### config.mk
export PLATFORM = sky130hd
export DESIGN_NAME = lpc_chan_counter
export DESIGN_NICKNAME = d
export VERILOG_FILES = /design/src/rtl/lpc_pkg.sv /design/src/rtl/lpc_chan_counter.sv
export SDC_FILE = /design/constraint.sdc
export NUM_CORES = 1
export LEC_CHECK = 0
export ABC_AREA = 1
export BUFFER_PORTS_ARGS = -buffer_cell sky130_fd_sc_hd__buf_2
export CORE_ASPECT_RATIO = 1.4
export CORE_MARGIN = 5
export CORE_UTILIZATION = 35
export CTS_CLUSTER_SIZE = 28
export DETAILED_ROUTE_END_ITERATION = 16
export HOLD_SLACK_MARGIN = 0.05
export SYNTH_ARGS = -nofsm -noshare
export SYNTH_HDL_FRONTEND = slang
export SYNTH_SLANG_ARGS = --single-unit
### constraint.sdc
create_clock -name clk -period 18.69 [get_ports clk]
set_clock_uncertainty 0.2 [all_clocks]
set_input_delay 0.9345 -clock clk [delete_from_list [all_inputs] [get_ports clk]]
set_output_delay 0.9345 -clock clk [all_outputs]
set_load 0.02 [all_outputs]
### src/rtl/lpc_pkg.sv
package lpc_pkg;
  localparam int DEF_CH   = 16;
  localparam int DEF_LANE = 25;
  localparam int DEF_W    = 8;
  localparam int DEF_CNT  = 16;

  // width able to hold the sum of two error bits per lane
  function automatic int sum_width(input int lanes);
    return $clog2(2 * lanes + 1);
  endfunction
endpackage

### src/rtl/lpc_chan_counter.sv
module lpc_chan_counter
  import lpc_pkg::*;
#(
  parameter int N_LANE = 25,
  parameter int CNT_W  = 16
) (
  input  logic                  clk,
  input  logic                  rst,
  input  logic                  clr,
  input  logic [2*N_LANE-1:0]   lane_err,
  output logic [CNT_W-1:0]      cnt
);
  localparam int SUM_W = sum_width(N_LANE);

  logic [SUM_W-1:0] sum;
  logic [CNT_W:0]   total;

  always_comb begin
    sum = '0;
    for (int i = 0; i < N_LANE; i++) begin
      sum = sum + SUM_W'(lane_err[2*i +: 2]);
    end
  end

  assign total = {1'b0, cnt} + {{(CNT_W+1-SUM_W){1'b0}}, sum};

  always_ff @(posedge clk) begin
    if (rst || clr) begin
      cnt <= '0;
    end else if (total[CNT_W]) begin
      cnt <= '1;
    end else begin
      cnt <= total[CNT_W-1:0];
    end
  end
endmodule

# After elaboration in Yosys (flattened, before gate mapping)
# Cells that the tools add are included.
dict set report op_classes {
  n_addsub 25
  n_reduce_logical 1
  n_mux 1
}
# cell count
set op_table {}
lappend op_table {{$add 6x2->6} 20}
lappend op_table {{$add 16x6->17} 1}
lappend op_table {{$mux 16} 1}
lappend op_table {{$add 5x2->6} 1}
lappend op_table {{$add 4x2->5} 1}
lappend op_table {{$add 3x2->4} 1}
lappend op_table {{$add 2x2->3} 1}
lappend op_table {{$logic_or 1x1->1} 1}
dict set report word_totals {
  wordCells 28
  output_inout_bits 16
  register_bits 16
}

# Longest topological paths before layout
# Gate-level depths: netlist of the first run.
dict set report depth {
  depth_word 26
  ltp_mapped 30
  mapped_depth_nobuf 30
}

# Worst setup path before layout of the first run
# Ideal clock, no wire load.
dict set report synth_path {
  kind {input to register}
  startpoint {input port lane_err[7]}
  endpoint {register cnt[14]}
  arrival_time_ps 6267
  path_slack_ps 12114
  t_required_ps 18381
  path_stages 28
  path_cell_list {inv_1 -> fa_1 -> inv_1 -> fa_1 -> fa_1 -> fa_1 -> fa_1 -> inv_1 -> fa_1 -> inv_1 -> ha_1 -> nand2_1 -> o21ai_0 -> nand2_1 -> a21boi_0 -> nor2_1 -> nand2_1 -> nand2_1 -> ha_1 -> a21oi_2 -> nor2_1 -> nand2_1 -> nand2_2 -> nand2_4 -> buf_6 -> nand3_2 -> nand2_1 -> inv_1}
}
dict set report synth_between {
  elab_chain_len 24
}
# item line_no
set synth_rtl {}
lappend synth_rtl {{start, declared} lpc_chan_counter.sv:10} ;# input logic [2*N_LANE-1:0] lane_err,
lappend synth_rtl {{$add 4x2->5} lpc_chan_counter.sv:21} ;# sum = sum + SUM_W'(lane_err[2*i +: 2]);
lappend synth_rtl {{$add 5x2->6} lpc_chan_counter.sv:21}
lappend synth_rtl {{$add 6x2->6 (20 in a row)} lpc_chan_counter.sv:21}
lappend synth_rtl {{$add 16x6->17} lpc_chan_counter.sv:25} ;# assign total = {1'b0, cnt} + {{(CNT_W+1-SUM_W){1'b0}}, sum};
lappend synth_rtl {{$mux 16} lpc_chan_counter.sv:30} ;# end else if (total[CNT_W]) begin
lappend synth_rtl {{end signal, assigned} lpc_chan_counter.sv:33} ;# cnt <= total[CNT_W-1:0];
lappend synth_rtl {{end, declared} lpc_chan_counter.sv:11} ;# output logic [CNT_W-1:0] cnt
# Every way passes these cells.
# A chain may end at the register's enable or synchronous reset.

# Final worst setup path of the first run
dict set report layout_path {
  startpoint {input port lane_err[7]}
  endpoint {register cnt[15]}
}
# The elaborated chain is that of the path after synthesis.

==> impl_summary.md, run 1 <==
Die
The die boundary width is 81.4 µm. The vertical extent of the die is 110 µm. The total die area is 8940 µm². The top-level I/O count is 69. Once the floorplan was initialized, standard cells occupied 36.0% of the core.

The core region is 6940 µm². The number of placement rows is 36.

STA
The worst path in the final design needs a cycle of 6.67 ns, including I/O delays and setup. The number of endpoints with negative hold slack in the final report was 0. The tightest hold margin is 0.386 ns. The max-slew violation count came to 0. The number of failing setup endpoints in the final timing report is 0. The worst pin sits at a relative slew slack of 60.3%.

Timing would allow up to 0.150 GHz. The final worst-path cycle share is 35.7%. Setup total negative slack on the finished layout was measured at 0 ns. Setup repair after global routing left no endpoint under its margin. At the pin with the least slew margin, the transition time is 0.593 ns.

Yosys
A synthesized cell averages 7.95 µm². The biggest area contributor in the post-synthesis netlist is sky130_fd_sc_hd__fa_1. The number of library cell types mapped by synthesis is 27. The share of the Yosys chip area taken by registers is 12.8%. When the netlist entered floorplanning its net count stood at 428. The synthesized netlist occupies a cell area of 2490 µm². In the synthesized netlist the dominant register cell turns out to be sky130_fd_sc_hd__dfxtp_1.

After synthesis, the cell types taking the most area are sky130_fd_sc_hd__fa_1 (37%), sky130_fd_sc_hd__inv_1 (16%), sky130_fd_sc_hd__dfxtp_1 (13%). In this run, synthesis produced a sequential element count of 16. The share of the synthesized area in the top cell type is 36.9%. The share of async-settable or async-resettable flops after synthesis is 0%. In the synthesized netlist, the cells that appear most often are sky130_fd_sc_hd__inv_1 (105), sky130_fd_sc_hd__nand2_1 (53), sky130_fd_sc_hd__fa_1 (46), sky130_fd_sc_hd__nand3_1 (18), sky130_fd_sc_hd__dfxtp_1 (16). Synthesis produced a netlist whose cell count is 314. The most common cell in the synthesized netlist is sky130_fd_sc_hd__inv_1. In this run, synthesis inferred 0 flip-flops with an integrated enable. Yosys printed 0 warnings.

Finish
The final design utilization is 43.0%. Compared with the post-synthesis result, the final layout area differs by 19.6%. The multi-input combinational cells in the finished layout cover a total of 1770 µm². The register with the most flip-flops is cnt. In the final layout, the registers with the most flip-flops are cnt (16). The final-stage net count is 500.

The antenna diode instance count is 0. After filler insertion, the fill cell instance count of the layout stands at 733. The proportion of layout cells with a drive suffix above 1 is 21.4%. The register with the most flip-flops in the layout has 16 of them. Summing all flip-flop and latch instances after layout gives 320 µm².

Place
The number of buffers inserted by port buffering is 68. The half-perimeter wire length after detailed placement is 4490 µm. The congestion estimate from routability-driven global placement came to 0.841.

Worst setup path
The required time of the worst setup path is 18.65 ns. The path type of the worst setup path is input pin to flip-flop. The number of buffers and inverters on the critical path is 6. On the critical path, the stage with the largest delay is an instance of sky130_fd_sc_hd__fa_1.

The family of cells with the greatest summed delay on the critical path is adder cells. The category of the worst setup path launch point is an input pin. In this design, the stage delay of the slowest critical-path cell is 0.58 ns. The setup check on the worst reg-to-reg path leaves a slack of 16.69 ns. STA puts the critical path data arrival time at 6.63 ns.

STA classifies the critical path endpoint as a flip-flop. In this run the worst path has a maximum fanout of 15.

Clock network
After clock tree synthesis, the flow added hold-fix buffers numbering 0. In this run the deepest clock path goes through 2 buffers. Gates resized during post-CTS repair numbered 0. TritonCTS built the clock tree. The maximum level of the CTS H-tree is 1. The clock root buffer is sky130_fd_sc_hd__clkbuf_8.

The number of clock sinks is 16. After clock tree synthesis, the clock-pin slew on the worst setup and hold paths is 0.06 ns. TritonCTS created 3 clock buffers. The number of buffers added for setup after CTS is 0. The clock reaches the later pin of the worst-skew pair after 0.26 ns.

GRT
The first-pass GRT wire length is 8390 µm. The via count of the first global-routing pass is 2123. The combined global-route utilization of all metal layers is 11.8%.

The number of antenna violations at the first check in global routing is 0. The aggregate global routing overflow is 0. The pin count of the biggest net entering global routing is 16.

Job
Max-cap violations in this run came to 0.

Detailed routing
In the detailed route, the total length drawn on met3 is 245 µm. The detailed router put a total of 1740 µm of wire on met1. The final wirelength is 4810 µm. The routed length per instance is 10.1 µm. Once detail routing completed, the nets flagged for antenna violations numbered 0. The top metal layer carrying routed signals is met4. Dividing the detail-routed via count by the number of cells gives 4.28.

The wire length on met2 is 2760 µm. The pre-antenna-repair detailed-routing pass consisted of 4 iterations. The starting DRC count in detailed routing is 49. The final route contains 2051 vias. The detailed-route DRC error count is 0.

Worst hold path
The path class of the tightest hold or removal check is flip-flop to flip-flop.

Outcome
The flow ran to the end, and the final reports show no timing, DRC or antenna violations.
[path summary, 6_finish.rpt]
check                                          end  cells past startpoint          startpoint
worst min-delay path            cnt[10]$_SDFF_PP0_                      4  cnt[10]$_SDFF_PP0_
worst max-delay path            cnt[15]$_SDFF_PP0_                     28         lane_err[7]
worst min register to register  cnt[10]$_SDFF_PP0_                      4  cnt[10]$_SDFF_PP0_
worst max register to register  cnt[15]$_SDFF_PP0_                     10   cnt[0]$_SDFF_PP0_
[stage by stage]
step           setup slack (ns)  cells  instance area, µm²
2_1_floorplan             12.11    314                2490
6_report                  12.02    479                2980
4_1_cts                   11.95    479                2980
3_5_place_dp              11.67    476                2940
3_3_place_gp              11.78    476                2940
5_1_grt                   11.50    479                2980
[metal layers]
layer	up-vias	track usage (%)
met2	56	22.7
met4	0	4.23
met1	948	12.5
li1	1042	-
met5	-	0
met3	5	1.89
[tightest hold or removal path: stages, from the launching register on]
cell                      delay (ns)
sky130_fd_sc_hd__dfxtp_1        0.33
sky130_fd_sc_hd__nand2_1        0.07
sky130_fd_sc_hd__nand3_1        0.06
sky130_fd_sc_hd__nand2_1        0.06
sky130_fd_sc_hd__inv_1          0.03
[cell usage in the layout (no fill, tap or decap), drive strengths merged]
cell type / Yosys / layout
ha: 15 / 15
nor2: 15 / 15
a21boi: 1 / 1
xor2: 4 / 4
nand3b: 2 / 2
nor3: 1 / 1
o21ai: 4 / 4
clkinv: 1 / 1
fa: 46 / 46
nand4: 1 / 1
buf: 1 / 68
nand2: 57 / 57
and3: 1 / 1
a21oi: 14 / 14
clkbuf: 0 / 3
o211ai: 1 / 1
dfxtp: 16 / 16
o21bai: 1 / 1
inv: 105 / 105
or2: 1 / 1
nand3: 20 / 20
xnor2: 7 / 7
[layout make-up]
type                            instances  share of cell area [%]
Sequential cell                        16                    10.7
Clock buffer                            3                    1.38
Timing Repair Buffer                   68                    11.4
Tap cell                               95                    3.98
Multi-Input combinational cell        191                    59.2
Inverter                              106                    13.3
[kinds of logic after synthesis]
group,after synthesis,share of synthesized area (%)
buffers and inverters,107,16.4
and+or+nand+nor,98,17.5
adders and majority gates,61,44.4
AOI/OAI and AO/OA,21,4.97
DFF,16,12.8
xor gates and xnor gates,11,3.86
Power of run 1 is not shown: default switching activity piles up to over one toggle a cycle in this logic, so the estimate is an artifact.
==> run 2: changes to the inputs <==
--- a/config.mk
+++ b/config.mk
@@ -5,7 +5,7 @@
 export SDC_FILE = /design/constraint.sdc
 export NUM_CORES = 1
 export LEC_CHECK = 0
-export ABC_AREA = 1
+export ABC_AREA = 0
 export BUFFER_PORTS_ARGS = -buffer_cell sky130_fd_sc_hd__buf_2
 export CORE_ASPECT_RATIO = 1.4
 export CORE_MARGIN = 5
==> constraint.sdc (replaced) <==
create_clock -name clk -period 6 [get_ports clk]
set_clock_uncertainty 0.2 [all_clocks]
set_input_delay 0.3 -clock clk [delete_from_list [all_inputs] [get_ports clk]]
set_output_delay 0.3 -clock clk [all_outputs]
set_load 0.02 [all_outputs]
==> run 2 against run 1 <==
  * First-iteration DRC count is 59% higher
  * Via count is 7.2% lower
  * Synthesized cell count is 21% lower
  * Register-to-register slack worse by 13 ns
  * Die area is 6.6% lower
  * Sequential share of layout area is 0.23 points lower
==> impl_summary.md, run 2 <==
Place
The routability congestion estimate from global placement is 0.803. The worst setup slack after placement is -0.309 ns. The number of placed instances, taps included, is 404.

The half-perimeter wire length after detailed placement is 3940 µm. The number of buffers inserted by port buffering is 68. The post-placement cell area is 2860 µm².

Yosys
After synthesis, the cell types taking the most area are sky130_fd_sc_hd__fa_1 (40%), sky130_fd_sc_hd__dfxtp_1 (14%), sky130_fd_sc_hd__inv_1 (13%). The gate count of the mapped netlist is 249. For this run, the leading register cell type out of synthesis is sky130_fd_sc_hd__dfxtp_1. After synthesis, the mean cell area works out to 9.28 µm².

The share of the Yosys chip area taken by registers is 13.9%. Yosys printed 0 warnings. The number of enable-type register cells in the synthesized netlist is 0. The biggest area contributor in the post-synthesis netlist is sky130_fd_sc_hd__fa_1. After synthesis the netlist holds a flip-flop and latch count of 16. The area of the mapped netlist is 2310 µm². The share of the synthesized area in the top cell type is 39.8%. By count the netlist is led by sky130_fd_sc_hd__inv_1 (83), sky130_fd_sc_hd__fa_1 (46), sky130_fd_sc_hd__a21oi_1 (16), sky130_fd_sc_hd__dfxtp_1 (16), sky130_fd_sc_hd__ha_1 (15). sky130_fd_sc_hd__inv_1 is the most common cell in the netlist. The number of library cell types mapped by synthesis is 41. Counting every net in the synthesized netlist gives 363. The share of async-settable or async-resettable flops after synthesis is 0%.

Finish
The final-stage net count is 451. The number of flip-flops under the largest register name is 16. The repair_antennas step left the layout with diodes totalling 0. The final instance count without filler cells is 409. The finished cells cover 3050 µm².

cnt holds more flip-flops than any other register. Leaving out fill and tap cells, the most frequent cells in the layout are sky130_fd_sc_hd__inv_1 (83), sky130_fd_sc_hd__buf_2 (68), sky130_fd_sc_hd__fa_1 (42), sky130_fd_sc_hd__buf_4 (18), sky130_fd_sc_hd__dfxtp_1 (16). The growth of design area from synthesis to finish is 31.9%. The largest registers in the layout are cnt (16). The library cell used most frequently in the layout, excluding fill and tap cells, is sky130_fd_sc_hd__inv_1. The proportion of layout cells with a drive suffix above 1 is 35.5%.

GRT
Summed over all layers, the global routing overflow is 0. The via count of the first global-routing pass is 1869. Entering global routing, the biggest net connects 17 pins. The number of antenna violations at the first check in global routing was 0. The first global-routing pass estimated 7470 µm of wire. Across every metal layer, demand over resource in global routing totals 10.6%.

STA
The final worst-path cycle share is 95.7%. At the pin with the least slew margin, the transition time is 0.388 ns. The worst relative slew slack is 74.2%. Derived from the worst setup path, the maximum achievable clock frequency is 0.174 GHz. The time the worst path needs with I/O delays and setup is 5.74 ns. The number of endpoints with negative hold slack in the final report is 0. The tightest hold margin is 0.328 ns. The max-slew violation count is 0.

Setup violations remaining at the end of the flow were counted as 0. The slack of the critical path is 0.261 ns.

Clock network
Counting along the longest clock path gives a buffer depth of 2. The clock reaches the later pin of the worst-skew pair after 0.24 ns. The TritonCTS clock tree is built. The number of hold-repair buffers added at the cts stage is 0.

Clock-pin slew was measured on the worst setup and hold paths at 0.06 ns. In this run the number of H-tree levels came out at 1. The clock root buffer is sky130_fd_sc_hd__clkbuf_8.

The number of clock sinks is 16. TritonCTS created 3 clock buffers.

Die
The die is 106 µm tall. For this design the top-level I/O count stands at 69. The floorplan has 35 rows. The initial standard-cell utilization of the core is 35.4%. The total area inside the core boundary comes to 6530 µm². The die is 78.7 µm wide. The die covers 8350 µm².

Detailed routing
The first routing iteration left 78 violations. The first detailed-routing pass took 4 iterations. In this run the remaining antenna-violating nets after routing total 0. The highest layer touched by signal routing is met4. The routed length per instance is 10.6 µm.

Detailed routing inserted a total of 1904 vias. The routed length on met3 is 183 µm. The final wirelength is 4350 µm. The met1 layer wirelength in the final routing is 1640 µm. The post-detailed-route via-to-cell ratio is 4.66. After detailed routing, the number of remaining DRC violations is 0. Summed over all nets, wire length on met2 after detailed routing comes to 2480 µm.

Worst setup path
The critical path startpoint is lane_err[45]. The worst flop-to-flop path startpoint is cnt[0]$_SDFF_PP0_. The worst setup path is of the input pin to flip-flop kind.

At the worst endpoint, the arrival time is 5.66 ns. The category of the worst setup path launch point is an input pin. The critical path capture point type is a flip-flop. The required time of the worst setup path is 5.92 ns. Of all nets on the critical path, the largest fanout is 5.

Worst hold path
The path class of the tightest hold or removal check is flip-flop to flip-flop. In this run the most critical hold path is launched from cnt[14]$_SDFF_PP0_.

Job
Across the run, the number of max-cap violations was 0.

Outcome
The flow ran to the end, and the final reports show no timing, DRC or antenna violations.
==> run 2: cell types whose count changed in the layout (fill, tap and decap cells not counted), sizes merged, moves of 4 or more <==
cell   previous run  this run
nand2            57         6
inv             105        83
buf              68        87
nand3            20         6
nor2             15         4
o21ai             4         8
==> run 2: path summary, 6_finish.rpt <==
path	endpoint	slack, ns	cells after the start
setup / recovery	cnt[9]$_SDFF_PP0_	0.26	22
hold / removal	cnt[14]$_SDFF_PP0_	0.33	2
setup reg to reg	cnt[6]$_SDFF_PP0_	3.85	7
hold reg to reg	cnt[14]$_SDFF_PP0_	0.33	2
==> run 2: per-stage QoR <==
stage	util (%)	TNS (ns)
floorplan	-	0
global placement	43.8	-2.74
detailed placement	43.8	-4.00
CTS	44.6	0
global route	46.7	-0.0175
finish	46.7	0
==> run 2: final cells by class <==
cell class	instances	area (µm²)
Fill cell	631	3480
Multi-Input combinational cell	146	1800
Timing Repair Buffer	87	487
Sequential cell	16	320
Inverter	83	312
Tap cell	74	92.6
Clock buffer	3	41.3
==> run 2: timing repair <==
item,in CTS,in global routing
setup endpoints to repair,8,16
buffers inserted,1,1
gates resized for setup,3,29
pin swaps,3,28
==> run 2: logic make-up after synthesis <==
group                      synth area share [%]
buffers and inverters                      14.3
adders and majority gates                  48.0
AOI/OAI and AO/OA                          11.1
and+or+nand+nor                            7.69
DFF                                        13.9
xor gates and xnor gates                   4.17
muxes                                     0.866
==> run 2: per-layer routing <==
metal | up-vias | global-route usage [%]
li1 | 939 | -
met1 | 922 | 12.2
met2 | 39 | 20.2
met3 | 4 | 1.10
met4 | 0 | 2.88
met5 | - | 0
==> run 2: worst max-delay path, stage by stage <==
cell and delay (ns):
sky130_fd_sc_hd__buf_2 0.11, sky130_fd_sc_hd__fa_1 0.49, sky130_fd_sc_hd__fa_1 0.49, sky130_fd_sc_hd__inv_1 0.05, sky130_fd_sc_hd__fa_1 0.49, sky130_fd_sc_hd__inv_1 0.05, sky130_fd_sc_hd__fa_1 0.46, sky130_fd_sc_hd__fa_1 0.54
sky130_fd_sc_hd__inv_1 0.05, sky130_fd_sc_hd__fa_1 0.56, sky130_fd_sc_hd__inv_1 0.07, sky130_fd_sc_hd__ha_4 0.21, sky130_fd_sc_hd__a21oi_2 0.15, sky130_fd_sc_hd__o21ai_2 0.09, sky130_fd_sc_hd__a2111oi_2 0.28, sky130_fd_sc_hd__nand3b_1 0.21
sky130_fd_sc_hd__ha_4 0.23, sky130_fd_sc_hd__o2111a_1 0.26, sky130_fd_sc_hd__and4_4 0.20, sky130_fd_sc_hd__nand4_4 0.12, sky130_fd_sc_hd__nor3b_4 0.20, sky130_fd_sc_hd__a211oi_2 0.04
Power of run 2 is left out for the same reason.
==> run 3: changes to the inputs <==
--- a/config.mk
+++ b/config.mk
@@ -8,7 +8,7 @@
 export ABC_AREA = 0
 export BUFFER_PORTS_ARGS = -buffer_cell sky130_fd_sc_hd__buf_2
 export CORE_ASPECT_RATIO = 1.4
-export CORE_MARGIN = 5
+export CORE_MARGIN = 2
 export CORE_UTILIZATION = 35
 export CTS_CLUSTER_SIZE = 28
 export DETAILED_ROUTE_END_ITERATION = 16
==> run 3 against run 2 <==
  * Core utilization decreased by 0.19 points
  * Flip-flop and latch count did not move
  * Worst hold slack better by 0.0082 ns
  * Wire length is 1.1% lower
  * Clock-buffer cell count is 1 higher
  * Via count fell by 0.42%
  * Non-clock buffer count unchanged
  * Largest cell class unchanged
  * Die area is 13% lower
==> impl_summary.md, run 3 (synthesized netlist as in run 2, its figures left out) <==
Outcome
The flow ran to the end, and the final reports show no timing, DRC or antenna violations.

Finish
The number of inserted filler cells in the final layout is 650. The largest registers in the layout are cnt (16). The antenna diode instance count is 0. For this run, the post-layout net count is 451. The growth of design area from synthesis to finish is 30.5%.

The number of flip-flops under the largest register name is 16. The register with the most flip-flops in the final layout is cnt. The most common cell after layout, fill and taps aside is sky130_fd_sc_hd__inv_1. The library cells used most frequently in the layout, excluding fill and tap cells, are sky130_fd_sc_hd__inv_1 (78), sky130_fd_sc_hd__buf_2 (67), sky130_fd_sc_hd__fa_1 (44), sky130_fd_sc_hd__buf_4 (19), sky130_fd_sc_hd__dfxtp_1 (16).

Of the cells placed in the final design, the portion with a size suffix greater than 1 is 33.9%. The post-route cell area is 3020 µm².

Worst hold path
The sink of the worst hold path is cnt[15]$_SDFF_PP0_. The worst hold path cell count is 3. The worst min-delay path startpoint is rst. The tightest min-delay check is of the input pin to flip-flop type.

Worst setup path
The most common cell type on the critical path is sky130_fd_sc_hd__fa_1. The critical path capture point type is a flip-flop. The internal reg-to-reg setup slack is 3.79 ns.

For this run, the slowest stage of the critical path takes 0.54 ns. The required time of the worst setup path is 5.93 ns. The critical path in this run is classified as input pin to flip-flop. The worst register-to-register path has a depth of 7. The largest individual stage delay along the critical path comes from the cell sky130_fd_sc_hd__fa_2. Traced cell by cell, the critical path runs through buf_2 -> inv_1 -> fa_1 -> fa_1 -> fa_1 -> inv_1 -> fa_1 -> fa_1 -> inv_2 -> fa_1 -> buf_4 -> fa_2 -> inv_1 -> fa_1 -> a211oi_2 -> o21bai_1 -> a21oi_2 -> xor2_1 -> a21oi_1. Data arrives at the worst endpoint at 5.67 ns. The worst register-to-register path ends at cnt[6]$_SDFF_PP0_.

Along the worst path, the maximum fanout reaches 5. The worst flop-to-flop path startpoint is cnt[0]$_SDFF_PP0_. The category of the worst setup path launch point is an input pin.

STA
For the finished layout, the period the worst path requires is 5.74 ns. Setup repair after global routing could not meet its margin everywhere. Headroom to the max-slew limit came out at 77.9%.

The worst-margin pin slew is 0.332 ns. The number of endpoints with negative hold slack in the final report is 0. The max-slew violation count was 0. The tightest hold margin is 0.336 ns. The top achievable clock speed is 0.174 GHz. The final worst-path cycle share is 95.7%.

Setup violations remaining at the end of the flow were counted as 0.

Detailed routing
Detailed routing placed a total of 2490 µm of wire on met2. The post-detailed-route via-to-cell ratio is 4.62. The routed length per instance is 10.5 µm. The highest metal layer carrying signal wires in the routed design is met4. In this run the remaining antenna-violating nets after routing total 0.

The total number of vias is 1896. In this run, the number of DRC markers left after iteration 0 of detailed routing was 53. The number of search-and-repair iterations in the first detailed-routing pass is 4. In the final routing, the length of wire on met1 measures 1590 µm. The detailed-route DRC error count is 0. Summed over all layers, the routed wires come to 4310 µm. The routed length on met3 is 130 µm.

Die
The top-level I/O count is 69. The total die area is 7280 µm². After floorplanning, the core was sized to cover 6480 µm². The number of placement rows is 35.

The die boundary width is 72.7 µm. The die is 100 µm tall. The initial utilization of the core area, before any placement, comes to 35.7%.

Clock network
The number of clock buffers inserted by TritonCTS is 3. The number of clock sinks is 16. The number of buffers added for setup after CTS is 0. The maximum level of the CTS H-tree is 1. CTS placed an instance of sky130_fd_sc_hd__clkbuf_8 at the clock tree root.

For this design, the CTS-stage hold fixing added 0 buffers. After clock tree synthesis, the clock-pin slew on the worst setup and hold paths is 0.07 ns. TritonCTS built the clock tree. The maximum count of clock buffers along a single path is 2.

Clock latency on the worst-skew pair, taken at its later pin, is 0.25 ns.

GRT
The pin count of the biggest net entering global routing is 17. After global routing the overflow that remains totals 0. The first-pass GRT wire length is 7110 µm. In the global route stage, overall resource usage came out at 12.2%. The via count of the first global-routing pass is 1808.

The number of antenna violations at the first check in global routing came to 0.

Place
The post-placement cell area is 2870 µm². Port buffering added 68 buffers. The congestion estimate from routability-driven global placement came to 0.768. Detailed placement ended at an HPWL of 3880 µm.

Job
Max-cap violations in this run came to 0.
[run 3: changes by cell type in the layout (fill, tap and decap cells not counted), moves of 2 or more]
cell                      previous run  this run
sky130_fd_sc_hd__inv_1              83        78
sky130_fd_sc_hd__inv_2               0         5
sky130_fd_sc_hd__o21ai_2             5         1
sky130_fd_sc_hd__o21ai_1             0         3
sky130_fd_sc_hd__fa_1               42        44
sky130_fd_sc_hd__fa_2                4         2
[run 3: through the flow]
stage	setup WS, ns	util, %	instances	TNS [ns]
finish	0.259	46.5	410	0
floorplan	0.0211	-	249	0
global route	-0.0351	46.5	410	-0.0788
global placement	-0.0993	44.3	406	-0.981
detailed placement	-0.203	44.3	406	-2.61
CTS	0.0649	45.2	410	0
[run 3: timing repair]
action                                 in CTS  in global routing
resized for setup                           0                 25
endpoints found under the hold margin       0                  0
setup endpoints to repair                   0                 16
[run 3: area by class of cell]
type                            instances  area (µm²)  area share (%)
Sequential cell                        16         320            10.6
Multi-Input combinational cell        146        1750            57.9
Clock buffer                            4        55.1            1.82
Inverter                               83         312            10.3
Timing Repair Buffer                   87         489            16.2
Tap cell                               74        92.6            3.07
[run 3: critical path, delay by kind of cell]
kind	cells	cell delay, ns
AO/OA/AOI/OAI	4	0.78
adder cells (fa/ha/maj)	8	3.99
XOR/XNOR	1	0.18
buffers and inverters	6	0.42
[run 3: how the worst max path moves through the flow]
stage | startpoint | to | slack (ns)
finish | lane_err[37] | cnt[6]$_SDFF_PP0_ | 0.26
global placement | lane_err[23] | cnt[11]$_SDFF_PP0_ | -0.1
floorplan | lane_err[23] | cnt[11]$_SDFF_PP0_ | 0.02
detailed placement | lane_err[31] | cnt[11]$_SDFF_PP0_ | -0.20
CTS | lane_err[31] | cnt[11]$_SDFF_PP0_ | 0.06
global route | lane_err[13] | cnt[9]$_SDFF_PP0_ | -0.04
[run 3: per-layer routing]
metal	global-route usage [%]	vias to the layer above
li1	-	937
met5	0	-
met4	5.56	0
met2	23.6	40
met1	12.7	913
met3	1.31	6
Power of run 3 is left out for the same reason.
